<file path="src/rtl/niq_pkg.sv">
package niq_pkg;
  localparam int REG_W     = 16;
  localparam int FLAT_W    = 2 * REG_W;
  localparam int SLOT_W    = 3;
  localparam int PORT_W    = 3;
  localparam int ADDR_W    = 8;
  localparam int NUM_SLOTS = 5;
  localparam int NIB_W     = 4;

  // Flat bit index of port 0 of a slot; bits [REG_W-1:0] are word A, upper half word B.
  function automatic int slot_lo(input int s);
    return (s == 0) ? 0 : REG_W + NIB_W * (s - 1);
  endfunction

  function automatic int slot_width(input int s);
    return (s == 0) ? 2 * NIB_W : NIB_W;
  endfunction
endpackage

</file>
<file path="src/rtl/niq_bit_decode.sv">
module niq_bit_decode
  import niq_pkg::*;
(
  input  logic              clk,
  input  logic              rst_n,
  input  logic              en,
  input  logic [SLOT_W-1:0] slot,
  input  logic [PORT_W-1:0] port,
  output logic [FLAT_W-1:0] vec
);
  logic [NUM_SLOTS-1:0][FLAT_W-1:0] per_slot;

  for (genvar g = 0; g < NUM_SLOTS; g++) begin : g_slot
    localparam int LO  = slot_lo(g);
    localparam int WID = slot_width(g);
    always_comb begin
      per_slot[g] = '0;
      if (en && (int'(slot) == g) && (int'(port) < WID))
        per_slot[g] = FLAT_W'(1) << (LO + int'(port));
    end
  end

  always_comb begin
    vec = '0;
    for (int i = 0; i < NUM_SLOTS; i++) vec = vec | per_slot[i];
  end

  assert_single_bit_R5: assert property (@(posedge clk) disable iff (!rst_n)
    $onehot0(vec));
  assert_bad_slot_R5: assert property (@(posedge clk) disable iff (!rst_n)
    (int'(slot) >= NUM_SLOTS) |-> (vec == '0));
  assert_idle_R2: assert property (@(posedge clk) disable iff (!rst_n)
    !en |-> (vec == '0));
endmodule

</file>
<file path="src/rtl/niq_status_bank.sv">
module niq_status_bank
  import niq_pkg::*;
(
  input  logic              clk,
  input  logic              rst_n,
  input  logic [FLAT_W-1:0] set_vec,
  input  logic [FLAT_W-1:0] clr_vec,
  output logic [FLAT_W-1:0] status,
  output logic              irq
);
  logic [FLAT_W-1:0] status_q;
  logic              irq_q;

  always_ff @(posedge clk) begin
    if (!rst_n) begin
      status_q <= '1;
      irq_q    <= 1'b0;
    end else begin
      // assert wins over withdraw on the same bit
      status_q <= (status_q | clr_vec) & ~set_vec;
      irq_q    <= ~&status_q;
    end
  end

  assign status = status_q;
  assign irq    = irq_q;

  assert_set_lands_R6: assert property (@(posedge clk) disable iff (!rst_n)
    (set_vec != '0) |=> ((status_q & $past(set_vec)) == '0));
  assert_clr_lands_R2: assert property (@(posedge clk) disable iff (!rst_n)
    ((clr_vec & ~set_vec) != '0) |=> ((status_q & $past(clr_vec & ~set_vec)) == $past(clr_vec & ~set_vec)));
  assert_hold_R9: assert property (@(posedge clk) disable iff (!rst_n)
    ((set_vec == '0) && (clr_vec == '0)) |=> $stable(status_q));
  assert_irq_up_R7: assert property (@(posedge clk) disable iff (!rst_n)
    (status_q != '1) |=> irq_q);
  assert_irq_down_R7: assert property (@(posedge clk) disable iff (!rst_n)
    (status_q == '1) |=> !irq_q);
endmodule

</file>
<file path="src/rtl/niq_read_mux.sv">
module niq_read_mux
  import niq_pkg::*;
#(
  parameter logic [ADDR_W-1:0] OFS_A = 8'h20,
  parameter logic [ADDR_W-1:0] OFS_B = 8'h22
) (
  input  logic [ADDR_W-1:0] addr,
  input  logic [FLAT_W-1:0] status,
  output logic [REG_W-1:0]  data
);
  always_comb begin
    if (addr == OFS_A)      data = status[REG_W-1:0];
    else if (addr == OFS_B) data = status[FLAT_W-1:REG_W];
    else                    data = '1;
  end
endmodule

</file>
<file path="src/rtl/net_irq_agg.sv">
module net_irq_agg
  import niq_pkg::*;
(
  input  logic              clk,
  input  logic              rst_n,
  input  logic              req_set_i,
  input  logic [SLOT_W-1:0] req_set_slot_i,
  input  logic [PORT_W-1:0] req_set_port_i,
  input  logic              req_clr_i,
  input  logic [SLOT_W-1:0] req_clr_slot_i,
  input  logic [PORT_W-1:0] req_clr_port_i,
  input  logic [ADDR_W-1:0] rd_addr_i,
  output logic [REG_W-1:0]  rd_data_o,
  output logic              irq_o
);
  logic [FLAT_W-1:0] set_vec, clr_vec, status;

  niq_bit_decode u_set_dec (
    .clk(clk), .rst_n(rst_n), .en(req_set_i),
    .slot(req_set_slot_i), .port(req_set_port_i), .vec(set_vec));

  niq_bit_decode u_clr_dec (
    .clk(clk), .rst_n(rst_n), .en(req_clr_i),
    .slot(req_clr_slot_i), .port(req_clr_port_i), .vec(clr_vec));

  niq_status_bank u_bank (
    .clk(clk), .rst_n(rst_n), .set_vec(set_vec), .clr_vec(clr_vec),
    .status(status), .irq(irq_o));

  niq_read_mux #(.OFS_A(8'h20), .OFS_B(8'h22)) u_rd (
    .addr(rd_addr_i), .status(status), .data(rd_data_o));

  assert_unmapped_R8: assert property (@(posedge clk) disable iff (!rst_n)
    ((rd_addr_i != 8'h20) && (rd_addr_i != 8'h22)) |-> (rd_data_o == 16'hFFFF));
endmodule

</file>
<file path="config.mk">
export PLATFORM = sky130hd
export DESIGN_NAME = net_irq_agg
export DESIGN_NICKNAME = d
export VERILOG_FILES = /design/src/rtl/niq_pkg.sv /design/src/rtl/niq_bit_decode.sv /design/src/rtl/niq_status_bank.sv /design/src/rtl/niq_read_mux.sv /design/src/rtl/net_irq_agg.sv
export SDC_FILE = /design/constraint.sdc
export NUM_CORES = 1
export LEC_CHECK = 0
export BUFFER_PORTS_ARGS = -buffer_cell sky130_fd_sc_hd__buf_4
export CORE_MARGIN = 2
export CORE_UTILIZATION = 28
export DETAILED_ROUTE_END_ITERATION = 10
export PLACE_DENSITY = 0.44
export REMOVE_ABC_BUFFERS = 1
export SLEW_MARGIN = 20
export SYNTH_ARGS = -nofsm -noshare
export SYNTH_HDL_FRONTEND = slang
export SYNTH_SLANG_ARGS = --single-unit
</file>
<file path="constraint.sdc">
create_clock -name clk -period 2.6 [get_ports clk]
set_input_delay 0.78 -clock clk [delete_from_list [all_inputs] [get_ports clk]]
set_output_delay 0.78 -clock clk [all_outputs]
set_load 0.005 [all_outputs]
</file>
==> results.cfg, run 1 <==
[layout]
fillers = 614
synthToLayoutAreaGrowth_pct = 26.5
finish.utilization_pct = 36.1
highest_count_cells_in_the_layout_ignoring_fill_and_taps = 45 x sky130_fd_sc_hd__buf_4, 33 x sky130_fd_sc_hd__dfxtp_1, 20 x sky130_fd_sc_hd__a21oi_1
antenna_cells = 0
post_route_cells_drive_above_1_share_pct = 36.1
num-nets-final = 231
count_of_non_filler_cells_in_the_finished_layout = 283
most_common_cell_after_layout_fill_and_taps_aside = sky130_fd_sc_hd__buf_4
final_design_area_no_fill_sq_um = 2100

[synthesis]
synth_top_cells_by_area = sky130_fd_sc_hd__dfxtp_1 40%, sky130_fd_sc_hd__o22a_2 9.6%, sky130_fd_sc_hd__a311oi_1 7.4%
yosys_warnings = 0
syn_inst = 166
async_reset_ff_share_pct = 0
synth_top_area_cell = sky130_fd_sc_hd__dfxtp_1
synth_ff_type = sky130_fd_sc_hd__dfxtp_1
number_of_synthesized_flops_with_an_enable_pin = 0
synth-seq-cells = 33
syn_avg_cell_area_sq_um = 10.0
synthDominantCellAreaShare_pct = 39.8
netlist_area_sq_um = 1660
sequential_cell_area_fraction_in_the_yosys_report_pct = 39.8
synthDistinctLibCells = 32

[clocking]
num_cts_buffers = 5
clock_tree.htree_level_count = 2
clock-sinks = 33
buffers_inserted_during_post_cts_setup_optimization = 0
clock_latency_ns = 0.28
cts_root_buffer = sky130_fd_sc_hd__clkbuf_8
cts_buffer_depth = 2
tritoncts_clock_tree = done
clk_pin_slew_ns = 0.06

[power_and_ir_drop]
power_density_nw_per_um2 = 465
p_leak_nw = 0.795
vdd_drop_max_mv = 0.154
total_power_uw = 978

[setup_path]
crit_path_capture_type = output pin
cp_max_fo = 9
crit_required_ns = 1.82
timing.critical_path.from = rd_addr_i[6]
regToRegSetupSlack_ns = 1.48
timing.reg2reg.worst_path_depth = 3
crit_path_start_kind = input pin
critPathCapture = rd_data_o[14]
critPathArrivalTime_ns = 1.86
setup.worst_path.class = in -> out
timing.rr.start = u_bank.status[29]
rr_endpoint = u_bank.irq

[sta]
report.final.hold_viol_count = 0
clock.fmax_ghz = 0.379
rsz0062_at_grt = true
relSlewSlack_pct = 60.6
post-route-min-period_ns = 2.64
timing.final.max_slew_violations = 0
timing.final.crit_share_pct = 102
final.setup_skew_ns = 0.00516
worst_pin_slew_ns = 0.590
setup-violations-final = 16
fin_ws_ns = -0.0396

[hold_path]
worst_hold_path_type = reg -> reg
holdCritStartpoint = u_bank.status[10]

[die]
num_rows = 28
pin_count = 41
die-area_sq_um = 6570
initial_utilization_pct = 28.6
die-height_microns = 81.0
fp.coreArea_sq_um = 5820
floorplan.die.width_microns = 81.0

[global_route]
overflow = 0
first_global_vias = 1545
grt_start_max_net_pins = 21
grt.total_usage_pct = 15.8
global_route_wire_length_before_repair_microns = 7920
grt_antenna_before_repair = 0

[detailed_routing]
detail_route.drc_violations = 0
totalWireLength_microns = 4930
routedWlPerCell_microns = 17.4
final_antenna_net_count = 0
vias = 1563
detail_route.first_pass.iterations = 4
detail_route.vias_per_cell = 5.52
drt_first_iter_violations = 104

[outcome]
outcome = finished with violations
failed_checks = setup timing

[place]
postPlaceCellArea_sq_um = 2020
place.detailed.instances = 275
place.port_buffers = 40
place_hpwl_microns = 3720
gpl.final_weighted_congestion = 0.803
pre_cts_slack_ns = -0.0582

[flow_run]
cap_viol_max_count = 0
## cell type report
class | count | area, sq um | area share (%)
clock buffers | 8 | 80.1 | 3.81
multi-input cells | 116 | 907 | 43.2
inverters | 6 | 22.5 | 1.07
repair buffers | 45 | 338 | 16.1
well taps | 75 | 93.8 | 4.46
flip-flops and latches | 33 | 661 | 31.4
## worst min-delay path by stage
stage / endpoint / slack (ns) / cells past startpoint
finish: u_bank.status[10] / 0.47 / 1
global placement: u_bank.status[12] / 0.46 / 1
global route: u_bank.status[12] / 0.50 / 1
detailed placement: u_bank.status[10] / 0.46 / 1
CTS: u_bank.status[10] / 0.48 / 1
floorplan: u_bank.status[10] / 0.43 / 1
## worst max-delay path: stages
cell and delay [ns]:
sky130_fd_sc_hd__buf_4 0.12, sky130_fd_sc_hd__nor4_4 0.31, sky130_fd_sc_hd__nand3b_2 0.12, sky130_fd_sc_hd__buf_4 0.18, sky130_fd_sc_hd__o22a_2 0.22, sky130_fd_sc_hd__buf_4 0.13
## layer usage
layer / part of all wire, % / vias up / routed length, microns / GRT usage (%)
met5: 0 / - / 0 / 0
met4: 1.0 / 0 / 51 / 3.56
met3: 6.6 / 5 / 327 / 3.56
met2: 47 / 54 / 2310 / 26.0
met1: 45 / 759 / 2240 / 21.1
li1: - / 745 / - / -
## metrics by stage
step / TNS (ns) / hold slack, ns
6_report: -0.519 / 0.474
4_1_cts: -0.885 / 0.479
3_5_place_dp: -0.809 / 0.464
2_1_floorplan: 0 / 0.434
3_3_place_gp: -0.656 / 0.460
5_1_grt: -1.64 / 0.497
## kinds of logic (layout without fill, tap and decap cells)
family          after synthesis  in the layout  share of synthesized area (%)
simple gates                 56             56                           27.3
flops                        33             33                           39.8
compound gates               60             60                           27.3
buf+inv                      17             59                           5.65
## synthesized netlist by cell type, types with 3 or more instances
master,n
sky130_fd_sc_hd__a311oi_1,14
sky130_fd_sc_hd__a21oi_1,20
sky130_fd_sc_hd__and3b_1,3
sky130_fd_sc_hd__nand3b_1,3
sky130_fd_sc_hd__a32oi_1,5
sky130_fd_sc_hd__nor2b_1,5
sky130_fd_sc_hd__nor3b_1,3
sky130_fd_sc_hd__buf_6,3
sky130_fd_sc_hd__o22a_2,16
sky130_fd_sc_hd__inv_1,6
sky130_fd_sc_hd__buf_2,5
sky130_fd_sc_hd__o21ai_0,4
sky130_fd_sc_hd__nand2b_1,8
sky130_fd_sc_hd__nand4_1,10
sky130_fd_sc_hd__and3_1,5
sky130_fd_sc_hd__nor4_1,3
sky130_fd_sc_hd__dfxtp_1,33
## report_power, final
group	total (mW)	internal [mW]	switching, mW
clock	0.363	0.190	0.173
combinational	0.103	0.0439	0.0594
sequential	0.512	0.510	0.00276
## registers in the layout, indices dropped and copies added (netlist names)
signal	cells
u_bank.status	32
u_bank.irq	1
## what timing repair did
action | 4_1_cts | 5_1_grt
hold buffers | 0 | 0
gates resized for setup | 0 | 0
endpoints found under the hold margin | 0 | 0
gates cloned | 0 | 0
setup endpoints to repair | 16 | 16
No activity file was read; power rests on OpenSTA's default activity.
==> run 2, diff against run 1 <==
- RECOVER_POWER: default -> 50
==> run 2 against run 1 <==
Clock-buffer cell count did not move. Clock power barely moved. Power barely moved. The flow still finishes with violations (setup timing). Die area did not move. Clock skew barely moved. Largest power group unchanged. Via count rose by 0.77%. Non-clock buffer count did not move. Maximum frequency barely moved. Combinational power barely moved.
==> results.cfg, run 2 (same netlist as run 1, synthesis figures left out) <==
[outcome]
outcome = finished with violations
failed_checks = setup timing

[global_route]
grt_antenna_before_repair = 0
global_route_wire_length_before_repair_microns = 7920
overflow = 0
grt_start_max_net_pins = 21
first_global_vias = 1545
grt.total_usage_pct = 15.8

[clocking]
cts_buffer_depth = 2
clock_tree.htree_level_count = 2
cts.hold.buffers_added = 0
post_cts.resized_instances = 0
buffers_inserted_during_post_cts_setup_optimization = 0
clock_latency_ns = 0.28
num_cts_buffers = 5
tritoncts_clock_tree = done
clk_pin_slew_ns = 0.07
cts_root_buffer = sky130_fd_sc_hd__clkbuf_8
clock-sinks = 33

[layout]
highest_count_cells_in_the_layout_ignoring_fill_and_taps = 42 x sky130_fd_sc_hd__buf_4, 33 x sky130_fd_sc_hd__dfxtp_1, 20 x sky130_fd_sc_hd__a21oi_1
synthToLayoutAreaGrowth_pct = 25.5
num-nets-final = 231
largest_register_ff_count = 32
count_of_non_filler_cells_in_the_finished_layout = 283
antenna_cells = 0
most_common_cell_after_layout_fill_and_taps_aside = sky130_fd_sc_hd__buf_4
post_route_cells_drive_above_1_share_pct = 35.1

[detailed_routing]
detail_route.vias_per_cell = 5.57
final_antenna_net_count = 0
detail_route.drc_violations = 0
drt_first_iter_violations = 105
routedWlPerCell_microns = 17.5
vias = 1575
totalWireLength_microns = 4960
detail_route.first_pass.iterations = 4

[sta]
final.setup_skew_ns = 0.00508
relSlewSlack_pct = 34.1
clock.fmax_ghz = 0.379
totalNegativeSetupSlack_ns = -0.514
fin_ws_ns = -0.0399
final.hold.worst_slack_ns = 0.474
post-route-min-period_ns = 2.64
rsz0062_at_grt = true
timing.final.max_slew_violations = 0
timing.final.crit_share_pct = 102
setup-violations-final = 16
report.final.hold_viol_count = 0
worst_pin_slew_ns = 0.989

[place]
gpl.final_weighted_congestion = 0.803
place_hpwl_microns = 3720
place.port_buffers = 40
place.detailed.instances = 275

[die]
die-area_sq_um = 6570
num_rows = 28
die-height_microns = 81.0
initial_utilization_pct = 28.6
floorplan.die.width_microns = 81.0
pin_count = 41
fp.coreArea_sq_um = 5820

[setup_path]
setup.worst_path.class = in -> out
critical_path.cell_chain = buf_4 -> nor4_4 -> nand3b_2 -> buf_4 -> o22a_2 -> buf_4
path_buf_inv = 3
worst_path_dominant_cell_family = buffers and inverters
max_stage_delay_ns = 0.31
crit_path_start_kind = input pin
cp_common_cell = sky130_fd_sc_hd__buf_4
cp_max_fo = 9
crit_path_capture_type = output pin
crit_required_ns = 1.82
critPathArrivalTime_ns = 1.86
critical_path_top_delay_cell = sky130_fd_sc_hd__nor4_4

[power_and_ir_drop]
vdd_drop_max_mv = 0.155
p_leak_nw = 0.782
power_density_nw_per_um2 = 469
total_power_uw = 978

[flow_run]
cap_viol_max_count = 0

[hold_path]
worst_hold_path_type = reg -> reg
## run 2: path summary, 6_finish.rpt
| path | startpoint | end | slack (ns) | cells past startpoint |
|---|---|---|---|---|
| worst max-delay path | rd_addr_i[6] | rd_data_o[14] | -0.04 | 6 |
| worst min-delay path | u_bank.status[10] | u_bank.status[10] | 0.47 | 1 |
| worst max register to register | u_bank.status[21] | u_bank.irq | 1.47 | 3 |
| worst min register to register | u_bank.status[10] | u_bank.status[10] | 0.47 | 1 |
## run 2: final cells by class
class / count / area [sq um]
multi-input cells: 116 / 898
inverters: 6 / 22.5
repair buffers: 45 / 330
fillers: 617 / 3730
clock buffers: 8 / 80.1
well taps: 75 / 93.8
flip-flops and latches: 33 / 661
## run 2: power by group
| group | internal [mW] | leakage [nW] | switching (mW) | total, mW |
|---|---|---|---|---|
| Combinational | 0.0417 | 0.475 | 0.0590 | 0.101 |
| Sequential | 0.510 | 0.267 | 0.00278 | 0.512 |
| Clock | 0.190 | 0.0395 | 0.175 | 0.365 |
## run 2: through the flow
step | cell area (sq um) | util, % | worst slack (ns)
2_1_floorplan | 1590 | - | 0.196
3_3_place_gp | 2020 | 34.8 | -0.0460
3_5_place_dp | 2020 | 34.8 | -0.0582
4_1_cts | 2100 | 36.1 | -0.0631
5_1_grt | 2090 | 35.9 | -0.119
6_report | 2090 | 35.9 | -0.0399
## run 2: worst register-to-register path: cells and delay by family (launching register included)
family / cells / cell delay (ns)
DFF: 1 / 0.37
AOI/OAI and AO/OA: 1 / 0.13
and+or+nand+nor: 2 / 0.51
## run 2: routing by layer
layer / routed length [microns] / up-vias / global-route usage [%]
li1: - / 746 / -
met4: 51 / 0 / 3.56
met1: 2280 / 769 / 21.1
met3: 315 / 5 / 3.56
met2: 2320 / 55 / 26.0
met5: 0 / - / 0
